`src/rtl/mar_pkg.sv`:
```
`timescale 1ns/1ps
package mar_pkg;
   typedef enum logic [2:0] {
      OM_NONE  = 3'd0,
      OM_REG   = 3'd1,
      OM_IND   = 3'd2,
      OM_DIR   = 3'd3,
      OM_REL   = 3'd4,
      OM_ABS11 = 3'd5,
      OM_LONG  = 3'd6,
      OM_RSVD  = 3'd7
   } opmode_e;

   localparam logic [7:0] ALT_NOP_OPC = 8'hA5;
   localparam int         OPB_W       = 8;
   localparam int         REGSEL_W    = 3;
   localparam int         PAGE_HI_W   = 3;
endpackage

```
`src/rtl/mar_next_pc.sv`:
```
`timescale 1ns/1ps
module mar_next_pc #(
   parameter int PC_W  = 16,
   parameter int LEN_W = 2
) (
   input  logic [PC_W-1:0]  cur_pc,
   input  logic [LEN_W-1:0] ins_len,
   output logic [PC_W-1:0]  nxt_pc
);
   localparam int PAD_W = PC_W - LEN_W;

   if (PAD_W < 1) begin : g_bad_len
      $error("mar_next_pc: LEN_W must be narrower than PC_W");
   end

   always_comb begin
      nxt_pc = cur_pc + {{PAD_W{1'b0}}, ins_len};
   end
endmodule

```
`src/rtl/mar_branch.sv`:
```
`timescale 1ns/1ps
module mar_branch
   import mar_pkg::*;
#(
   parameter int PC_W    = 16,
   parameter int PROG_AW = 13
) (
   input  logic                 clk,
   input  logic                 rst,
   input  logic [2:0]           mode,
   input  logic [PAGE_HI_W-1:0] opc_hi,
   input  logic [OPB_W-1:0]     b1,
   input  logic [OPB_W-1:0]     b2,
   input  logic [PC_W-1:0]      nxt_pc,
   output logic                 tgt_vld,
   output logic [PC_W-1:0]      tgt_pc,
   output logic                 tgt_oor
);
   localparam int PAGE_AW = PAGE_HI_W + OPB_W;
   localparam int SEXT_W  = PC_W - OPB_W;

   if (PC_W != 2 * OPB_W) begin : g_bad_pc
      $error("mar_branch: PC_W must equal two operand bytes");
   end
   if (PROG_AW > PC_W || PROG_AW < PAGE_AW) begin : g_bad_prog
      $error("mar_branch: PROG_AW out of range");
   end

   opmode_e          md;
   logic [PC_W-1:0]  rel_t;
   logic [PC_W-1:0]  abs_t;
   logic [PC_W-1:0]  long_t;
   logic             long_hi;

   assign md     = opmode_e'(mode);
   assign rel_t  = nxt_pc + {{SEXT_W{b1[OPB_W-1]}}, b1};
   assign abs_t  = {nxt_pc[PC_W-1:PAGE_AW], opc_hi, b1};
   assign long_t = {b1, b2};

   if (PROG_AW >= PC_W) begin : g_full_space
      assign long_hi = 1'b0;
   end else begin : g_part_space
      assign long_hi = |long_t[PC_W-1:PROG_AW];
   end

   always_comb begin
      tgt_vld = 1'b0;
      tgt_pc  = '0;
      tgt_oor = 1'b0;
      case (md)
         OM_REL: begin
            tgt_vld = 1'b1;
            tgt_pc  = rel_t;
         end
         OM_ABS11: begin
            tgt_vld = 1'b1;
            tgt_pc  = abs_t;
         end
         OM_LONG: begin
            tgt_vld = 1'b1;
            tgt_pc  = long_t;
            tgt_oor = long_hi;
         end
         default: ;
      endcase
   end

   // short-absolute target shares the page of the following instruction
   assert_abs11_page_R5: assert property (@(posedge clk) disable iff (rst)
      (md == OM_ABS11) |-> (tgt_pc[PC_W-1:PAGE_AW] == nxt_pc[PC_W-1:PAGE_AW]));

   // out-of-range flag only ever accompanies a long target
   assert_oor_long_R6: assert property (@(posedge clk) disable iff (rst)
      tgt_oor |-> (tgt_vld && md == OM_LONG));
endmodule

```
`src/rtl/mar_data_addr.sv`:
```
`timescale 1ns/1ps
module mar_data_addr
   import mar_pkg::*;
#(
   parameter int DM_AW  = 8,
   parameter int BANK_W = 2
) (
   input  logic                clk,
   input  logic                rst,
   input  logic [2:0]          mode,
   input  logic [REGSEL_W-1:0] reg_n,
   input  logic [BANK_W-1:0]   bank,
   input  logic [OPB_W-1:0]    b1,
   input  logic [DM_AW-1:0]    r0,
   input  logic [DM_AW-1:0]    r1,
   output logic                dm_vld,
   output logic [DM_AW-1:0]    dm_addr,
   output logic                dm_sfr
);
   localparam int REG_PAD = DM_AW - BANK_W - REGSEL_W;

   if (REG_PAD < 0) begin : g_bad_bank
      $error("mar_data_addr: register file does not fit the data space");
   end
   if (DM_AW != OPB_W) begin : g_bad_dm
      $error("mar_data_addr: DM_AW must equal the operand byte width");
   end

   opmode_e          md;
   logic [DM_AW-1:0] reg_addr;

   assign md = opmode_e'(mode);

   if (REG_PAD == 0) begin : g_reg_flush
      assign reg_addr = {bank, reg_n};
   end else begin : g_reg_pad
      assign reg_addr = {{REG_PAD{1'b0}}, bank, reg_n};
   end

   always_comb begin
      dm_vld  = 1'b0;
      dm_addr = '0;
      dm_sfr  = 1'b0;
      case (md)
         OM_REG: begin
            dm_vld  = 1'b1;
            dm_addr = reg_addr;
         end
         OM_IND: begin
            dm_vld  = 1'b1;
            dm_addr = reg_n[0] ? r1 : r0;
         end
         OM_DIR: begin
            dm_vld  = 1'b1;
            dm_addr = b1;
            dm_sfr  = b1[OPB_W-1];
         end
         default: ;
      endcase
   end

   // register and indirect addressing never reach SFR space
   assert_ram_only_R3: assert property (@(posedge clk) disable iff (rst)
      (dm_vld && md != OM_DIR) |-> !dm_sfr);

   // register addresses stay within the four banks of eight
   assert_reg_window_R2: assert property (@(posedge clk) disable iff (rst)
      (md == OM_REG) |-> (dm_addr < DM_AW'(1 << (BANK_W + REGSEL_W))));
endmodule

```
`src/rtl/mar_out_reg.sv`:
```
`timescale 1ns/1ps
module mar_out_reg #(
   parameter int W = 8
) (
   input  logic         clk,
   input  logic         rst,
   input  logic         in_vld,
   input  logic [W-1:0] d,
   output logic         q_vld,
   output logic [W-1:0] q
);
   if (W < 1) begin : g_bad_w
      $error("mar_out_reg: W must be positive");
   end

   logic past_ok;

   always_ff @(posedge clk) begin
      if (rst) begin
         q_vld <= 1'b0;
         q     <= '0;
      end else begin
         q_vld <= in_vld;
         q     <= in_vld ? d : '0;
      end
      past_ok <= !rst;
   end

   // one-clock latency on the strobe
   assert_valid_lat_R9: assert property (@(posedge clk) disable iff (rst)
      past_ok |-> (q_vld == $past(in_vld)));

   // payload is quiet whenever the strobe is low
   assert_idle_zero_R9: assert property (@(posedge clk) disable iff (rst)
      past_ok && !q_vld |-> (q == '0));
endmodule

```
`src/rtl/mcs_addr_resolver.sv`:
```
`timescale 1ns/1ps
module mcs_addr_resolver
   import mar_pkg::*;
#(
   parameter int PC_W    = 16,
   parameter int LEN_W   = 2,
   parameter int PROG_AW = 13,
   parameter int DM_AW   = 8,
   parameter int BANK_W  = 2
) (
   input  logic              clk,
   input  logic              rst,
   input  logic              in_valid,
   input  logic [PC_W-1:0]   cur_pc,
   input  logic [LEN_W-1:0]  ins_len,
   input  logic [2:0]        op_mode,
   input  logic [7:0]        opcode,
   input  logic [7:0]        opnd1,
   input  logic [7:0]        opnd2,
   input  logic [BANK_W-1:0] bank_sel,
   input  logic [DM_AW-1:0]  r0_val,
   input  logic [DM_AW-1:0]  r1_val,
   output logic              out_valid,
   output logic [PC_W-1:0]   next_pc,
   output logic              tgt_valid,
   output logic [PC_W-1:0]   tgt_pc,
   output logic              tgt_oor,
   output logic              dmem_valid,
   output logic [DM_AW-1:0]  dmem_addr,
   output logic              dmem_is_sfr,
   output logic              is_nop
);
   localparam int RES_W = PC_W + 1 + PC_W + 1 + 1 + DM_AW + 1 + 1;

   logic [PC_W-1:0]  nxt;
   logic             b_vld, b_oor;
   logic [PC_W-1:0]  b_tgt;
   logic             d_vld, d_sfr;
   logic [DM_AW-1:0] d_addr;
   logic             nop_hit;
   logic [RES_W-1:0] res_d, res_q;

   mar_next_pc #(.PC_W(PC_W), .LEN_W(LEN_W)) u_npc (
      .cur_pc (cur_pc),
      .ins_len(ins_len),
      .nxt_pc (nxt)
   );

   mar_branch #(.PC_W(PC_W), .PROG_AW(PROG_AW)) u_br (
      .clk    (clk),
      .rst    (rst),
      .mode   (op_mode),
      .opc_hi (opcode[7:5]),
      .b1     (opnd1),
      .b2     (opnd2),
      .nxt_pc (nxt),
      .tgt_vld(b_vld),
      .tgt_pc (b_tgt),
      .tgt_oor(b_oor)
   );

   mar_data_addr #(.DM_AW(DM_AW), .BANK_W(BANK_W)) u_da (
      .clk    (clk),
      .rst    (rst),
      .mode   (op_mode),
      .reg_n  (opcode[2:0]),
      .bank   (bank_sel),
      .b1     (opnd1),
      .r0     (r0_val),
      .r1     (r1_val),
      .dm_vld (d_vld),
      .dm_addr(d_addr),
      .dm_sfr (d_sfr)
   );

   assign nop_hit = (opcode == ALT_NOP_OPC);

   always_comb begin
      if (nop_hit) begin
         res_d = {nxt, 1'b0, {PC_W{1'b0}}, 1'b0, 1'b0, {DM_AW{1'b0}}, 1'b0, 1'b1};
      end else begin
         res_d = {nxt, b_vld, b_tgt, b_oor, d_vld, d_addr, d_sfr, 1'b0};
      end
   end

   mar_out_reg #(.W(RES_W)) u_oreg (
      .clk   (clk),
      .rst   (rst),
      .in_vld(in_valid),
      .d     (res_d),
      .q_vld (out_valid),
      .q     (res_q)
   );

   assign {next_pc, tgt_valid, tgt_pc, tgt_oor,
           dmem_valid, dmem_addr, dmem_is_sfr, is_nop} = res_q;

   // the alternate no-operation produces neither target nor data access
   assert_nop_quiet_R8: assert property (@(posedge clk) disable iff (rst)
      (out_valid && is_nop) |-> (!tgt_valid && !dmem_valid && !tgt_oor));

   // an SFR selection always carries a data address in the upper half
   assert_sfr_split_R7: assert property (@(posedge clk) disable iff (rst)
      dmem_is_sfr |-> (dmem_valid && dmem_addr[DM_AW-1]));

   // out-of-range only with a target present
   assert_oor_tgt_R6: assert property (@(posedge clk) disable iff (rst)
      tgt_oor |-> tgt_valid);

   // target and data address never appear together
   assert_single_kind_R11: assert property (@(posedge clk) disable iff (rst)
      !(tgt_valid && dmem_valid));
endmodule

```
`config.mk`:
```
export PLATFORM = sky130hd
export DESIGN_NAME = mcs_addr_resolver
export DESIGN_NICKNAME = d
export VERILOG_FILES = /design/src/rtl/mar_pkg.sv /design/src/rtl/mar_next_pc.sv /design/src/rtl/mar_branch.sv /design/src/rtl/mar_data_addr.sv /design/src/rtl/mar_out_reg.sv /design/src/rtl/mcs_addr_resolver.sv
export SDC_FILE = /design/constraint.sdc
export NUM_CORES = 1
export LEC_CHECK = 0
export BUFFER_PORTS_ARGS = -buffer_cell sky130_fd_sc_hd__buf_2
export CAP_MARGIN = 20
export CORE_MARGIN = 5
export CORE_UTILIZATION = 34
export DETAILED_ROUTE_END_ITERATION = 7
export PLACE_DENSITY = 0.69
export SLEW_MARGIN = 20
export SYNTH_ARGS = -nofsm -noshare
export SYNTH_HDL_FRONTEND = slang
export SYNTH_SLANG_ARGS = --single-unit
```
`constraint.sdc`:
```
create_clock -name clk -period 3.41 [get_ports clk]
set_input_delay 0.682 -clock clk [delete_from_list [all_inputs] [get_ports clk]]
set_output_delay 0.682 -clock clk [all_outputs]
set_load 0.05 [all_outputs]
```
Word-level counts from Yosys, hierarchy flattened

Cells that the tools add are included.

Bits in latches: 0
Input bits: 66
Memory bits (writable): 0
Register bits: 46
Memory bits (read-only): 0
Memories kept: 0

$mul: 0
Add/subtract/negate cells: 2
Mux-type cells: 6
Shifts and indexed selects: 0
Div/mod/pow operators: 0
$lt $le $gt $ge: 0
Equal/unequal tests: 7
Bitwise operators: 3
Reduce and logical (&&, ||, !) cells: 7

Operators by type and width:

| kind                 | number |
|---|---|
| $pmux W16 S3         | 1 |
| $pmux W8 S3          | 1 |
| $add A16 B16 Y16     | 1 |
| $add A16 B2 Y16      | 1 |
| $reduce_or A3 Y1     | 4 |
| $eq A3 B3 Y1 const B | 3 |
| $eq A8 B8 Y1 const B | 1 |
| $mux W8              | 1 |
| $reduce_or A4 Y1     | 2 |
| $eq A3 B2 Y1 const B | 2 |
| $eq A3 B1 Y1 const B | 1 |
| $mux W1              | 3 |
| $not A1 Y1           | 3 |
| $reduce_or A2 Y1     | 1 |

Depth between registers and ports, before layout

Depth after elaboration: 3
Gate-level depth with buffers: 12
Mapped depth without buffers: 12

Hierarchy

From an unflattened synthesis, not the netlist that was laid out.

Cell total of the unflattened synthesis: 379
Area total of the unflattened synthesis: 3462.1 um^2

By module, submodules not included:

| module            | area an instance (um^2) | times used | cells each |
|---|---|---|---|
| mar_out_reg       | 1402.6                  | 1          | 100 |
| mar_branch        | 1118.6                  | 1          | 164 |
| mcs_addr_resolver | 342.8                   | 1          | 37 |
| mar_next_pc       | 335.3                   | 1          | 44 |
| mar_data_addr     | 262.8                   | 1          | 34 |

Worst setup path before layout

OpenSTA, ideal clock, no wires.

Path type: input to register
From: in cur_pc[0]
To: reg u_oreg.q[27]
Path slack: 0.373 ns
Path buffers: 0
Required time: 3.278 ns
Arrival time: 2.905 ns
Library setup time: 0.132 ns
Cell stages on the path: 12
Path through: ha_1 > fa_1 > and3_2 > nand3_1 > xnor2_1 > ha_1 > a21o_1 > a21o_1 > a21oi_1 > o21ai_2 > xor2_1 > o22ai_2

Longest elaborated chain between the ends: 3

RTL lines:

| what                 | line                    | RTL |
|---|---|---|
| from (decl)          | mcs_addr_resolver.sv:14 | `input logic [PC_W-1:0] cur_pc,` |
| $add A16 B2 Y16      | mar_next_pc.sv:17       | `nxt_pc = cur_pc + {{PAD_W{1'b0}}, ins_len};` |
| named net nxt[12]    | mcs_addr_resolver.sv:35 | `logic [PC_W-1:0] nxt;` |
| $add A16 B16 Y16     | mar_branch.sv:36        | `assign rel_t = nxt_pc + {{SEXT_W{b1[OPB_W-1]}}, b1};` |
| $pmux W16 S3         | mar_branch.sv:50        | `case (md)` |
| to (signal assigned) | mar_out_reg.sv:24       | `q <= in_vld ? d : '0;` |
| to (decl)            | mar_out_reg.sv:10       | `output logic [W-1:0] q` |

The timed path passes the listed nets, and every way through them passes these cells.
A chain may end at the register's enable or synchronous reset.

Worst setup path after layout

From: in cur_pc[0]
To: reg u_oreg.q[25]

The elaborated chain is that of the path after synthesis.

==> metrics.cfg <==
[critical_path]
cp_data_required_time_ps=3590
crit_type=in2reg
critPathMaxStageDelay_ps=450
crit_fanout=5
crit_slowest_cell=fa_1
path_cells=buf_2 -> ha_1 -> fa_1 -> and3_2 -> nand2_1 -> xnor2_1 -> ha_1 -> a21oi_1 -> o21ai_0 -> a31oi_1 -> buf_4 -> o21bai_1 -> xnor2_1 -> o22ai_1
arrival_ps=3280
startpoint_type=input pin
end_kind=flip-flop

[sta]
fin_crit_ps=3100
slew_headroom=0.659
drv_slew=0
rsz0062_at_grt=no
max_freq_ghz=0.323
setup_violations=0
max_slew.worst_pin.slew_ps=510
min_period_over_period=0.908
final-hold-violation-count=0

[synthesis]
synthFlopType=dfxtp_1
synth-edff-count=0
postSynthCellCount=298
syn_area_per_cell_sq_um=9.12
ys_types=53
netlist_area_sq_mm=0.00272
seq_area_frac_synth=0.339
yosys_warnings=0
async_reset_ff_frac=0
synth_nets=384
ys_seq_elements=46

[detailed_routing]
vias=2542
dr.pass1.iters=4
wl_microns=7820
wl_per_cell_microns=15.1
drc=0
final_antenna_net_count=0
drt_iter0_drc=99
vias_per_cell=4.93

[global_route]
grt_start_max_net_pins=19
grt.busiest_layer=met2
met3_usage=0.0273
gr-usage-all-layers=0.157
antenna_found_initial=0
grt_pass1_vias=2533
grt_overflow_total=0
use_met2=0.263
grt_pass1_wl_microns=12600
use_met1=0.207

[placed_design]
placed_cells=508
dp_hpwl_microns=6390
dpl_cell_area_sq_mm=0.00341
gp_congestion=0.857
io_buffers=111

[layout]
fin_area_sq_mm=0.00350
final_cells=516
layout-drive-gt1-share=0.336
utilization=0.451
syn_to_final_growth_pct=28.9
nNetsFinal=499
insertedDiodeCount=0

[flow_run]
max_cap_viol_count=0

[floorplan]
core_area_sq_mm=0.00777
ioPinCount=112
die_width_microns=99.4
dieArea_sq_mm=0.00988
row_count=32
start_util=0.350
die_y_microns=99.4

[clocking]
cts_setup_buffers=0
cts_resized=0
htreeDepth=2
clock_sinks=46
cts.hold.buffers_added=0
cts_root_buf=clkbuf_8
ctsLongestPathBuffers=2
cts_tree=yes
cts_buffers=5
cts.clk_slew.worst_paths_ps=90

[power]
vdd_drop_max_mv=0.149
cellPowerDensity_mw_per_mm2=372
leakage_uw=0.00169
power.total_uw=1300

[run_status]
outcome=complete, no violations

[worst_hold_path]
hp-class=in2reg

Yosys cell counts (2+ instances only):
cell type	number	area (sq um)
o21bai_1	3	22.5
mux2i_1	15	150
nand3_1	5	25.0
and3_2	2	15.0
a31oi_1	2	12.5
nand2b_1	4	25.0
nor2b_1	3	18.8
a21o_1	5	37.5
o22ai_1	10	62.6
xnor2_1	21	184
o21ai_0	4	20.0
o21ai_1	2	10.0
a22oi_1	8	60.1
nor2_1	25	93.8
ha_1	18	225
nor3_1	2	10.0
buf_2	4	20.0
o31ai_1	3	22.5
dfxtp_1	46	921
a222oi_1	3	30.0
o211ai_1	3	22.5
a21oi_1	15	75.1
and2_1	22	138
inv_1	8	30.0
o21a_1	2	15.0
nand2_1	22	82.6
xor2_1	5	43.8
fa_1	2	40.0
and4_4	2	22.5
nand4_1	5	31.3
clkbuf_1	5	18.8
registers in the layout, indices dropped and copies added, names as in the netlist:
register,cells
u_oreg.q,45
u_oreg.q_vld,1
path summary, 6_finish.rpt:
| kind | end | cells after the start | start |
|---|---|---|---|
| worst min-delay path | u_oreg.q[2]$_SDFF_PP0_ | 2 | op_mode[2] |
| worst max-delay path | u_oreg.q[25]$_SDFF_PP0_ | 14 | cur_pc[0] |
power breakdown:
| part | internal (uW) | switching, uW | leakage [uW] | total (uW) |
|---|---|---|---|---|
| sequential | 552 | 3.57 | 0.000374 | 556 |
| combinational | 162 | 241 | 0.00128 | 403 |
| clock | 147 | 198 | 0.0000408 | 345 |
| total | 861 | 443 | 0.00169 | 1300 |
worst max-delay path, delay by kind of cell:
family / cells / cell delay (ps)
AO/OA/AOI/OAI: 5 / 680
XOR/XNOR: 2 / 310
adder cells (fa/ha/maj): 3 / 990
AND/OR/NAND/NOR: 2 / 340
buffers and inverters: 2 / 260
layout by cell type (no fill, tap or decap), drive strengths merged, types with 7 or more instances in the layout:
cell,count
xnor2,21
o21ai,7
a22oi,8
nand2,22
inv,9
nor2,25
dfxtp,46
and2,22
a21oi,15
buf,118
mux2i,15
o22ai,11
ha,18
through the flow:
stage          TNS [ps]  hold WS, ps  setup slack, ps
2_1_floorplan         0          761              373
3_3_place_gp       -223          963             -103
3_5_place_dp      -28.0          959            -27.0
4_1_cts               0          625              285
5_1_grt               0          645              130
6_report              0          643              313
logic make-up (layout without fill, tap and decap cells):
logic type	after synthesis	count (layout)	synth area share
simple gates	101	101	0.207
mux	16	16	0.0594
fa+ha+maj	20	20	0.0977
compound gates	70	70	0.178
xor+xnor	27	27	0.0921
flops	46	46	0.339
buf+inv	18	134	0.0267
routing by layer:
metal | vias up | share of wire
met2 | 82 | 0.46
li1 | 1300 | -
met5 | - | 0
met3 | 10 | 0.058
met1 | 1150 | 0.46
met4 | 0 | 0.015
layout make-up:
type                            count  area, sq um
Fill cell                         782         4270
Multi-Input combinational cell    234         1720
Sequential cell                    46          921
Timing Repair Buffer              118          608
Tap cell                          102          128
Clock buffer                        5         68.8
Inverter                            8         30.0
Clock inverter                      3         23.8
(Power assumes the default switching activity.)
